File: config.mk
export PLATFORM = sky130hd
export DESIGN_NAME = scanline_irq_gen
export DESIGN_NICKNAME = d
export VERILOG_FILES = /design/src/rtl/sig_irq_pkg.sv /design/src/rtl/sig_line_track.sv /design/src/rtl/sig_hcount.sv /design/src/rtl/sig_vgap.sv /design/src/rtl/sig_irq_arb.sv /design/src/rtl/scanline_irq_gen.sv
export SDC_FILE = /design/constraint.sdc
export NUM_CORES = 1
export LEC_CHECK = 0
export BUFFER_PORTS_ARGS = -buffer_cell sky130_fd_sc_hd__buf_4
export CAP_MARGIN = 5
export CELL_PAD_IN_SITES_DETAIL_PLACEMENT = 0
export CELL_PAD_IN_SITES_GLOBAL_PLACEMENT = 1
export CORE_MARGIN = 2
export CORE_UTILIZATION = 42
export CTS_CLUSTER_SIZE = 28
export DETAILED_ROUTE_END_ITERATION = 16
export PLACE_DENSITY_LB_ADDON = 0.15
export REMOVE_ABC_BUFFERS = 1
export SLEW_MARGIN = 20
export SYNTH_ARGS = -nofsm -noshare
export SYNTH_HDL_FRONTEND = slang
export SYNTH_SLANG_ARGS = --single-unit
File: constraint.sdc
create_clock -name clk -period 2.6 [get_ports clk]
set_input_delay 0 -clock clk [delete_from_list [all_inputs] [get_ports clk]]
set_output_delay 0 -clock clk [all_outputs]
set_load 0.03 [all_outputs]
File: src/rtl/sig_irq_pkg.sv
package sig_irq_pkg;

    localparam int LINE_W   = 9;
    localparam int LEVEL_W  = 3;
    localparam logic [LEVEL_W-1:0] LVL_NONE = 3'd0;
    localparam logic [LEVEL_W-1:0] LVL_HORZ = 3'd4;
    localparam logic [LEVEL_W-1:0] LVL_VERT = 3'd6;

    typedef struct packed {
        logic tick;       // a line is processed this cycle
        logic restart;    // frame begins again this cycle
        logic in_active;  // processed line index <= visible count
        logic at_edge;    // processed line index == visible count
    } line_evt_t;

    function automatic int pick_total(input logic pal, input int ntsc_n, input int pal_n);
        return pal ? pal_n : ntsc_n;
    endfunction

    function automatic int pick_active(input logic pal, input logic tall,
                                       input int short_n, input int tall_n);
        return (pal && tall) ? tall_n : short_n;
    endfunction

endpackage

File: src/rtl/sig_line_track.sv
module sig_line_track
    import sig_irq_pkg::*;
#(
    parameter int NTSC_LINES = 262,
    parameter int PAL_LINES  = 312,
    parameter int ACT_SHORT  = 224,
    parameter int ACT_TALL   = 240
) (
    input  logic              clk,
    input  logic              rst,
    input  logic              line_stb,
    input  logic              frame_stb,
    input  logic              pal_mode,
    input  logic              tall_mode,
    output line_evt_t         evt,
    output logic [LINE_W-1:0] line_no
);
    logic [LINE_W-1:0] last_idx;
    logic [LINE_W-1:0] act_idx;
    logic              at_last;

    always_comb begin
        last_idx = LINE_W'(pick_total(pal_mode, NTSC_LINES, PAL_LINES) - 1);
        act_idx  = LINE_W'(pick_active(pal_mode, tall_mode, ACT_SHORT, ACT_TALL));
        at_last  = (line_no >= last_idx);
        evt.tick      = line_stb && !frame_stb;
        evt.restart   = frame_stb || (line_stb && at_last);
        evt.in_active = (line_no <= act_idx);
        evt.at_edge   = (line_no == act_idx);
    end

    always_ff @(posedge clk) begin
        if (rst) begin
            line_no <= '0;
        end else if (evt.restart) begin
            line_no <= '0;
        end else if (evt.tick) begin
            line_no <= line_no + 1'b1;
        end
    end
endmodule

File: src/rtl/sig_hcount.sv
module sig_hcount
    import sig_irq_pkg::*;
#(
    parameter int RELOAD_W = 8
) (
    input  logic                clk,
    input  logic                rst,
    input  line_evt_t           evt,
    input  logic [RELOAD_W-1:0] reload,
    output logic                hfire
);
    logic [RELOAD_W-1:0] cnt;
    logic                step;

    always_comb begin
        step  = !evt.restart && evt.tick && evt.in_active;
        hfire = step && (cnt == '0);
    end

    always_ff @(posedge clk) begin
        if (rst) begin
            cnt <= '0;
        end else if (evt.restart) begin
            cnt <= reload;
        end else if (step) begin
            if (cnt == '0) cnt <= reload;
            else           cnt <= cnt - 1'b1;
        end
    end
endmodule

File: src/rtl/sig_vgap.sv
module sig_vgap
    import sig_irq_pkg::*;
#(
    parameter int GAP_CYCLES = 128
) (
    input  logic      clk,
    input  logic      rst,
    input  line_evt_t evt,
    input  logic      cyc_stb,
    output logic      blank_flag,
    output logic      vevent_flag,
    output logic      vfire
);
    localparam int GAP_W = $clog2(GAP_CYCLES + 1);
    localparam logic [GAP_W-1:0] GAP_LOAD = GAP_W'(GAP_CYCLES);
    localparam logic [GAP_W-1:0] GAP_ONE  = GAP_W'(1);

    logic [GAP_W-1:0] remain;
    logic             enter;

    always_comb begin
        enter = !evt.restart && evt.tick && evt.at_edge;
        vfire = !evt.restart && !enter && cyc_stb && (remain == GAP_ONE);
    end

    always_ff @(posedge clk) begin
        if (rst) begin
            blank_flag  <= 1'b0;
            vevent_flag <= 1'b0;
            remain      <= '0;
        end else if (evt.restart) begin
            blank_flag  <= 1'b0;
            vevent_flag <= 1'b0;
            remain      <= '0;
        end else if (enter) begin
            blank_flag  <= 1'b1;
            vevent_flag <= 1'b1;
            remain      <= GAP_LOAD;
        end else if (cyc_stb && remain != '0) begin
            remain <= remain - 1'b1;
        end
    end
endmodule

File: src/rtl/sig_irq_arb.sv
module sig_irq_arb
    import sig_irq_pkg::*;
(
    input  logic               clk,
    input  logic               rst,
    input  logic               hfire,
    input  logic               vfire,
    input  logic               hint_en,
    input  logic               vint_en,
    input  logic               ack_valid,
    input  logic [LEVEL_W-1:0] ack_level,
    output logic               hpend,
    output logic               vpend,
    output logic [LEVEL_W-1:0] irq_level
);
    logic ack_h, ack_v;

    always_comb begin
        ack_h = ack_valid && (ack_level == LVL_HORZ);
        ack_v = ack_valid && (ack_level == LVL_VERT);
        if (vpend && vint_en)      irq_level = LVL_VERT;
        else if (hpend && hint_en) irq_level = LVL_HORZ;
        else                       irq_level = LVL_NONE;
    end

    always_ff @(posedge clk) begin
        if (rst) begin
            hpend <= 1'b0;
            vpend <= 1'b0;
        end else begin
            if (hfire)      hpend <= 1'b1;
            else if (ack_h) hpend <= 1'b0;
            if (vfire)      vpend <= 1'b1;
            else if (ack_v) vpend <= 1'b0;
        end
    end
endmodule

File: src/rtl/scanline_irq_gen.sv
module scanline_irq_gen
    import sig_irq_pkg::*;
#(
    parameter int NTSC_LINES = 262,
    parameter int PAL_LINES  = 312,
    parameter int ACT_SHORT  = 224,
    parameter int ACT_TALL   = 240,
    parameter int RELOAD_W   = 8,
    parameter int GAP_CYCLES = 128
) (
    input  logic                clk,
    input  logic                rst,
    input  logic                line_stb,
    input  logic                frame_stb,
    input  logic                cyc_stb,
    input  logic                pal_mode,
    input  logic                tall_mode,
    input  logic [RELOAD_W-1:0] hreload,
    input  logic                hint_en,
    input  logic                vint_en,
    input  logic                ack_valid,
    input  logic [2:0]          ack_level,
    output logic [8:0]          line_no,
    output logic [7:0]          status,
    output logic                hpend,
    output logic                vpend,
    output logic [2:0]          irq_level
);
    line_evt_t evt;
    logic      hfire, vfire;
    logic      blank_flag, vevent_flag;

    sig_line_track #(
        .NTSC_LINES(NTSC_LINES), .PAL_LINES(PAL_LINES),
        .ACT_SHORT(ACT_SHORT),   .ACT_TALL(ACT_TALL)
    ) u_track (
        .clk(clk), .rst(rst), .line_stb(line_stb), .frame_stb(frame_stb),
        .pal_mode(pal_mode), .tall_mode(tall_mode), .evt(evt), .line_no(line_no)
    );

    sig_hcount #(.RELOAD_W(RELOAD_W)) u_hcnt (
        .clk(clk), .rst(rst), .evt(evt), .reload(hreload), .hfire(hfire)
    );

    sig_vgap #(.GAP_CYCLES(GAP_CYCLES)) u_vgap (
        .clk(clk), .rst(rst), .evt(evt), .cyc_stb(cyc_stb),
        .blank_flag(blank_flag), .vevent_flag(vevent_flag), .vfire(vfire)
    );

    sig_irq_arb u_arb (
        .clk(clk), .rst(rst), .hfire(hfire), .vfire(vfire),
        .hint_en(hint_en), .vint_en(vint_en),
        .ack_valid(ack_valid), .ack_level(ack_level),
        .hpend(hpend), .vpend(vpend), .irq_level(irq_level)
    );

    always_comb status = {vevent_flag, 3'b000, blank_flag, 3'b000};
endmodule

==> impl_metrics.tcl, run 1 <==
set metrics [dict create \
    status "finished clean" \
    synth_flop_cell "dfxtp_1" \
    place_congestion 0.765 \
    setup-violations-final 0 \
    hold_viol 0 \
    fin_cells 295 \
    area_delta_synth_final_pct 19.6 \
    worst_path_dominant_cell_family "compound AO/OA/AOI/OAI gates" \
    power.density_mw_per_mm2 715 \
    port_buffers 35 \
    critPathSlowestCell "dfxtp_1" \
    grt_start_max_net_pins 17 \
    synth-xor-area-share 0.0731 \
    placedCellCount 288 \
    critPathLaunchType "flop" \
    max_clock_freq_ghz 0.490 \
    numClockSinks 28 \
    async_flop_share 0 \
    crit_chain "ha_1, a211oi_1, o211ai_1, nand2_1, nand2b_1, o32ai_1" \
    grt_use_total 0.157 \
    whs_endpoint "u_arb.vpend" \
    clkSlewWorstSetupHoldPaths_ns 0.10 \
    layout_min_cycle_time_ns 2.04 \
    critical-path-max-stage-delay_ns 0.44 \
    start_util 0.443 \
    path_buf_inv 0 \
    ir_drop_v 0.000307 \
    clockBufferDepth 2 \
    via_per_inst 5.27 \
    cp.required_ns 2.80 \
    worstHoldStart "cyc_stb" \
    drtPass1Iterations 4 \
    fin_tns_setup_ns 0 \
    worstSetupPathType "flop to flop" \
    grt_pass1_wl_um 6330 \
    clock_tree.root_cell "clkbuf_8" \
    final_nets 278 \
    synth_fa_ha_area_frac 0.0766 \
    drc 0 \
    first_iter_violations 99 \
    row_count 23 \
    die-width_um 69.4 \
    reg2reg_from "u_track.line_no[1]" \
    insertion_delay_ns 0.28 \
    htreeDepth 1 \
    cts_buffers 3 \
    worst-path-max-fanout 12 \
    worstRegToRegCells 6 \
    grt_overflow_total 0 \
    netlist_area_mm2 0.00180 \
    fin_hold_ws_ns 0.00242 \
    design.die.area_mm2 0.00482 \
    syn_area_per_cell_um2 8.52 \
    ff2ff_setup_slack_ns 0.56 \
    yosys_warnings 0 \
    synth-edff-count 0 \
    synthSimpleGateAreaFrac 0.278 \
    grt_pass1_vias 1403 \
    routed_wl_um 3830 \
    final_area_mm2 0.00215 \
    wire_per_inst_um 13.0 \
    rsz0062_at_grt "false" \
    slew_violations 0 \
    cts_setup_buffers 0 \
    die_y_um 69.4 \
    mostFrequentLayoutCell "buf_4" \
    ant_nets 0 \
    arrival_ns 2.24 \
    worst_pin_slew_ns 0.506 \
    vias 1554 \
    fin_skew_ns 0.00114 \
    holdCritPathClass "input port to flop" \
    tritoncts "built" \
    synthCells 211 \
    antenna_found_initial 0 \
    ys_ff_latch 28 \
    final_cell_mix "buf_4, nor2_1, dfxtp_1, inv_1, a21oi_1" \
    maxCapViolations 0 \
    r2r_end "u_hcnt.cnt[5]" \
    drive_above_1_share 0.204 \
    synth_compound_area_frac 0.172 \
    post_dp_cell_area_mm2 0.00205 \
    num-fill-cells 406 \
    holdPathStages 3 \
    dp.final_hpwl_um 2850 \
    yosysSeqAreaShare 0.312 \
    setup.worst_path.end_class "flop" \
    p_leak_nw 0.884 \
    synthMuxAreaShare 0.00557 \
    io_pins 43 \
    post-route-period-util 0.785 \
    core_mm2 0.00406 \
    synth_cell_types 50 \
    antenna_cells 0 \
    slew_headroom 0.660 \
    synth_top_family_by_area "simple AND/OR/NAND/NOR gates" \
]
==> flip-flops by register name, indices dropped and copies added, names as in the netlist <==
| signal | flops |
|---|---|
| u_vgap.blank_flag | 1 |
| u_arb.vpend | 1 |
| u_track.line_no | 9 |
| u_hcnt.cnt | 8 |
| u_vgap.remain | 8 |
| u_arb.hpend | 1 |
==> Yosys cell counts, types with 2 or more instances <==
master | number | area, um^2
xnor2_1 | 6 | 52.6
nand4_1 | 7 | 43.8
nor2_1 | 28 | 105
a211oi_1 | 5 | 37.5
or3_1 | 2 | 12.5
nand3_1 | 8 | 40.0
nor3_1 | 9 | 45.0
buf_4 | 9 | 67.6
and2_1 | 3 | 18.8
dfxtp_1 | 28 | 561
xor2_1 | 9 | 78.8
nor2b_1 | 2 | 12.5
ha_1 | 11 | 138
o21ai_1 | 2 | 10.0
nand3b_1 | 3 | 22.5
buf_2 | 2 | 10.0
a21o_1 | 2 | 15.0
nand4b_1 | 3 | 26.3
clkbuf_1 | 2 | 7.51
nor3b_1 | 2 | 15.0
a31oi_1 | 2 | 12.5
o21ai_0 | 6 | 30.0
a21oi_1 | 13 | 65.1
inv_1 | 13 | 48.8
o211ai_1 | 2 | 15.0
nand2_1 | 8 | 30.0
==> logic make-up after synthesis <==
group	after synthesis
XOR/XNOR	15
adder cells (fa/ha/maj)	11
AO/OA/AOI/OAI	43
multiplexers	1
other	1
buffers and inverters	27
AND/OR/NAND/NOR	85
flip-flops	28
==> through the flow <==
stage	total power [mW]	setup WS, ns	util
after global routing	1.62	0.372	0.530
after CTS	1.54	0.524	0.530
after floorplan	1.05	0.630	-
after global placement	1.18	0.632	0.505
final	1.54	0.559	0.530
after detailed placement	1.18	0.547	0.505
==> routing by layer <==
metal / share of wire / up-vias / track usage
met5: 0 / - / 0
met3: 0.053 / 2 / 0.0320
met4: 0.0037 / 0 / 0.0392
met2: 0.44 / 41 / 0.241
li1: - / 803 / -
met1: 0.50 / 708 / 0.224
==> what timing repair did <==
item,in CTS,in global routing
hold buffers,3,0
resized for setup,0,0
endpoints found under the hold margin,3,0
==> worst max-delay path by stage <==
stage                       start                 to  slack (ns)  cells after the start
6_report       u_track.line_no[1]      u_hcnt.cnt[5]        0.56                      6
3_3_place_gp   u_track.line_no[1]      u_hcnt.cnt[5]        0.63                      6
3_5_place_dp   u_track.line_no[1]  u_vgap.blank_flag        0.55                      6
5_1_grt        u_track.line_no[1]   u_vgap.remain[7]        0.37                      6
4_1_cts        u_track.line_no[1]      u_hcnt.cnt[5]        0.52                      6
2_1_floorplan  u_track.line_no[4]      u_hcnt.cnt[5]        0.63                      7
==> where the power goes <==
group | leakage [nW] | switching (mW) | internal, mW | total, mW
Combinational | 0.620 | 0.328 | 0.268 | 0.596
Clock | 0.0357 | 0.151 | 0.206 | 0.358
Sequential | 0.228 | 0.0813 | 0.501 | 0.583
Total | 0.884 | 0.560 | 0.976 | 1.54
==> worst register-to-register path: cells and delay by family (launching register included) <==
| kind | cells | cell delay (ns) |
|---|---|---|
| AO/OA/AOI/OAI | 3 | 0.64 |
| adder cells (fa/ha/maj) | 1 | 0.27 |
| flip-flops | 1 | 0.44 |
| AND/OR/NAND/NOR | 2 | 0.62 |
==> cell type report <==
cell class / count / area, um^2 / area share
Clock buffer: 3 / 41.3 / 0.0192
Clock inverter: 1 / 30.0 / 0.0140
Inverter: 13 / 48.8 / 0.0227
Multi-Input combinational cell: 162 / 1110 / 0.518
Sequential cell: 28 / 561 / 0.261
Tap cell: 50 / 62.6 / 0.0291
Timing Repair Buffer: 38 / 293 / 0.136
Power figures use the tool's default switching activity.
==> run 2, diff against run 1 <==
--- a/config.mk
+++ b/config.mk
@@ -5,12 +5,13 @@
 export SDC_FILE = /design/constraint.sdc
 export NUM_CORES = 1
 export LEC_CHECK = 0
+export ABC_AREA = 1
 export BUFFER_PORTS_ARGS = -buffer_cell sky130_fd_sc_hd__buf_4
 export CAP_MARGIN = 5
 export CELL_PAD_IN_SITES_DETAIL_PLACEMENT = 0
 export CELL_PAD_IN_SITES_GLOBAL_PLACEMENT = 1
 export CORE_MARGIN = 2
-export CORE_UTILIZATION = 42
+export CORE_UTILIZATION = 38
 export CTS_CLUSTER_SIZE = 28
 export DETAILED_ROUTE_END_ITERATION = 16
 export PLACE_DENSITY_LB_ADDON = 0.15
==> constraint.sdc (replaced) <==
create_clock -name clk -period 2 [get_ports clk]
set_input_delay 0 -clock clk [delete_from_list [all_inputs] [get_ports clk]]
set_output_delay 0 -clock clk [all_outputs]
set_load 0.03 [all_outputs]
==> run 2 against run 1 <==
Synthesized cell count increased by 55%. Critical path depth increased by 4. First-iteration DRC count unchanged. Clock skew increased by 0.010 ns. Sequential cell count unchanged. Area after synthesis increased by 19%. Via count increased by 34%. Core utilization decreased by 6.6 points. Final cell count increased by 49%. Power increased by 19%. Clock power increased by 4%. Sequential share of layout area decreased by 4.0 points.
==> impl_metrics.tcl, run 2 <==
set metrics [dict create \
    path_buf_inv 0 \
    area_delta_synth_final_pct 19.0 \
    holdCritPathClass "input port to flop" \
    yosys.area.top_type "dfxtp_1" \
    synth_top_area_frac 0.263 \
    worst_path_dominant_cell_family "simple AND/OR/NAND/NOR gates" \
    via_per_inst 4.72 \
    worst-path-max-fanout 8 \
    drtPass1Iterations 4 \
    yosysSeqAreaShare 0.263 \
    ir_drop_v 0.000511 \
    drive_above_1_share 0.201 \
    htreeDepth 1 \
    final_core_util 0.464 \
    die-width_um 78.9 \
    async_flop_share 0 \
    die_y_um 78.9 \
    antenna_cells 0 \
    crit_chain "ha_1, or2_1, nand2_1, nor2_1, nor2_1, nand3_1, nor2_1, nor2_4, nor2_1, nor2_1" \
    dp.final_hpwl_um 3840 \
    worstHoldStart "hreload[0]" \
    row_count 27 \
    slew_violations 0 \
    synth-edff-count 0 \
    grt_pass1_vias 1982 \
    critPathLaunchType "flop" \
    synth_common_cells "nand2_1, nor2_1, inv_1, nand3_1, dfxtp_1" \
    largest_reg_flops 9 \
    layout_min_cycle_time_ns 1.86 \
    worstSetupPathType "flop to flop" \
    status "finished clean" \
    clkSlewWorstSetupHoldPaths_ns 0.11 \
    power.density_mw_per_mm2 718 \
    first_iter_violations 99 \
    mostFrequentLayoutCell "nand2_1" \
    grt_overflow_total 0 \
    setup-violations-final 0 \
    io_pins 43 \
    internal_power_mw 1.10 \
    start_util 0.390 \
    numClockSinks 28 \
    switching_power_mw 0.721 \
    synth_flop_cell "dfxtp_1" \
    crit_top_cell "nor2_1" \
    wire_per_inst_um 11.3 \
    reg.largest.list "u_track.line_no (9), u_hcnt.cnt (8), u_vgap.remain (8)" \
    combinationalPowerShare 0.437 \
    core_mm2 0.00547 \
    synthCells 328 \
    maxCapViolations 0 \
    hold_viol 0 \
    yosys_warnings 0 \
    rsz0062_at_grt "false" \
    clock_tree.root_cell "clkbuf_8" \
    p_leak_nw 1.26 \
    antenna_found_initial 0 \
    arrival_ns 2.05 \
    ant_nets 0 \
    fin_tns_setup_ns 0 \
    design.die.area_mm2 0.00623 \
    fin_skew_ns 0.0112 \
    cts_buffers 3 \
    routed_wl_um 5000 \
    max_clock_freq_ghz 0.539 \
    ys_ff_latch 28 \
    syn_area_per_cell_um2 6.50 \
    vias 2082 \
    grt_start_max_net_pins 16 \
    tritoncts "built" \
    cp.required_ns 2.19 \
    place_congestion 0.847 \
    crit_start "u_track.line_no[4]" \
    insertion_delay_ns 0.28 \
    cts_setup_buffers 0 \
    setup.worst_path.end_class "flop" \
    post-route-period-util 0.928 \
    critical-path-max-stage-delay_ns 0.33 \
    synth.area.top_cells "dfxtp_1, nand2_1, nand3_1" \
    final_nets 402 \
    pwr-share-seq 0.359 \
    drc 0 \
    final_cell_mix "nand2_1, nor2_1, buf_4, inv_1, nand3_1" \
    synth_most_common_cell "nand2_1" \
    regMostFlops "u_track.line_no" \
    clockPowerShare 0.204 \
    p_sw_frac 0.396 \
    grt_pass1_wl_um 8710 \
    netlist_area_mm2 0.00213 \
    synth_cell_types 34 \
    grt_use_total 0.173 \
    port_buffers 35 \
    num-fill-cells 610 \
    reg2reg_from "u_track.line_no[4]" \
    clockBufferDepth 2 \
    critPathSlowestCell "dfxtp_1" \
]
## run 2: worst paths after layout
kind,to,slack (ns),cells past startpoint
setup / recovery,u_hcnt.cnt[5],0.14,10
hold / removal,u_hcnt.cnt[0],0.01,5
setup reg to reg,u_hcnt.cnt[5],0.14,10
hold reg to reg,u_vgap.remain[5],0.49,2
## run 2: worst reg2reg max path: stages, from the launching register on
cell and delay (ns):
dfxtp_1 0.33, ha_1 0.28, or2_1 0.22, nand2_1 0.08, nor2_1 0.04, nor2_1 0.20, nand3_1 0.10, nor2_1 0.23
nor2_4 0.11, nor2_1 0.13, nor2_1 0.05
## run 2: area by class of cell
type                       instances  area (um^2)  share of cell area
multi-input combinational        254         1360               0.537
tap                               72         90.1              0.0355
timing repair buffer              41          310               0.122
sequential                        28          561               0.221
clock buffer                       4         55.1              0.0217
inverter                          42          158              0.0621
## run 2: what timing repair did
item	CTS	global route
hold buffers	1	0
hold endpoints to repair	2	0
resized for setup	0	0
## run 2: routing by layer
layer / GRT usage / share of wire
met5: 0 / 0
met4: 0.0362 / 0.0060
met3: 0.0284 / 0.050
met2: 0.297 / 0.43
met1: 0.230 / 0.51
## run 2: cells by family (layout without fill, tap and decap cells)
| logic type | count (synthesis) | after routing | synth area share |
|---|---|---|---|
| adder cells (fa/ha/maj) | 11 | 11 | 0.0646 |
| AND/OR/NAND/NOR | 205 | 205 | 0.447 |
| buffers and inverters | 52 | 87 | 0.108 |
| XOR/XNOR | 12 | 12 | 0.0493 |
| AO/OA/AOI/OAI | 19 | 19 | 0.0663 |
| other | 1 | 7 | 0.00176 |
| flip-flops | 28 | 28 | 0.263 |
## run 2: power groups by stage
stage / Clock [mW] / Combinational [mW] / Sequential (mW)
finish: 0.371 / 0.796 / 0.655
global route: 0.401 / 0.914 / 0.663
detailed placement: 0 / 0.796 / 0.666
global placement: 0 / 0.797 / 0.666
CTS: 0.382 / 0.800 / 0.654
floorplan: 0 / 0.607 / 0.661
## run 2: stage by stage
step / hold slack [ns] / power [mW] / instance area, um^2 / cells / setup slack [ns]
after detailed placement: 0.210 / 1.46 / 2470 / 436 / 0.160
after CTS: 0.0106 / 1.84 / 2540 / 441 / 0.153
final: 0.0133 / 1.82 / 2540 / 441 / 0.144
after global placement: 0.211 / 1.46 / 2470 / 436 / 0.195
after global routing: 0.0426 / 1.98 / 2540 / 441 / 0.00625
after floorplan: 0.0691 / 1.27 / 2080 / 324 / 0.0945
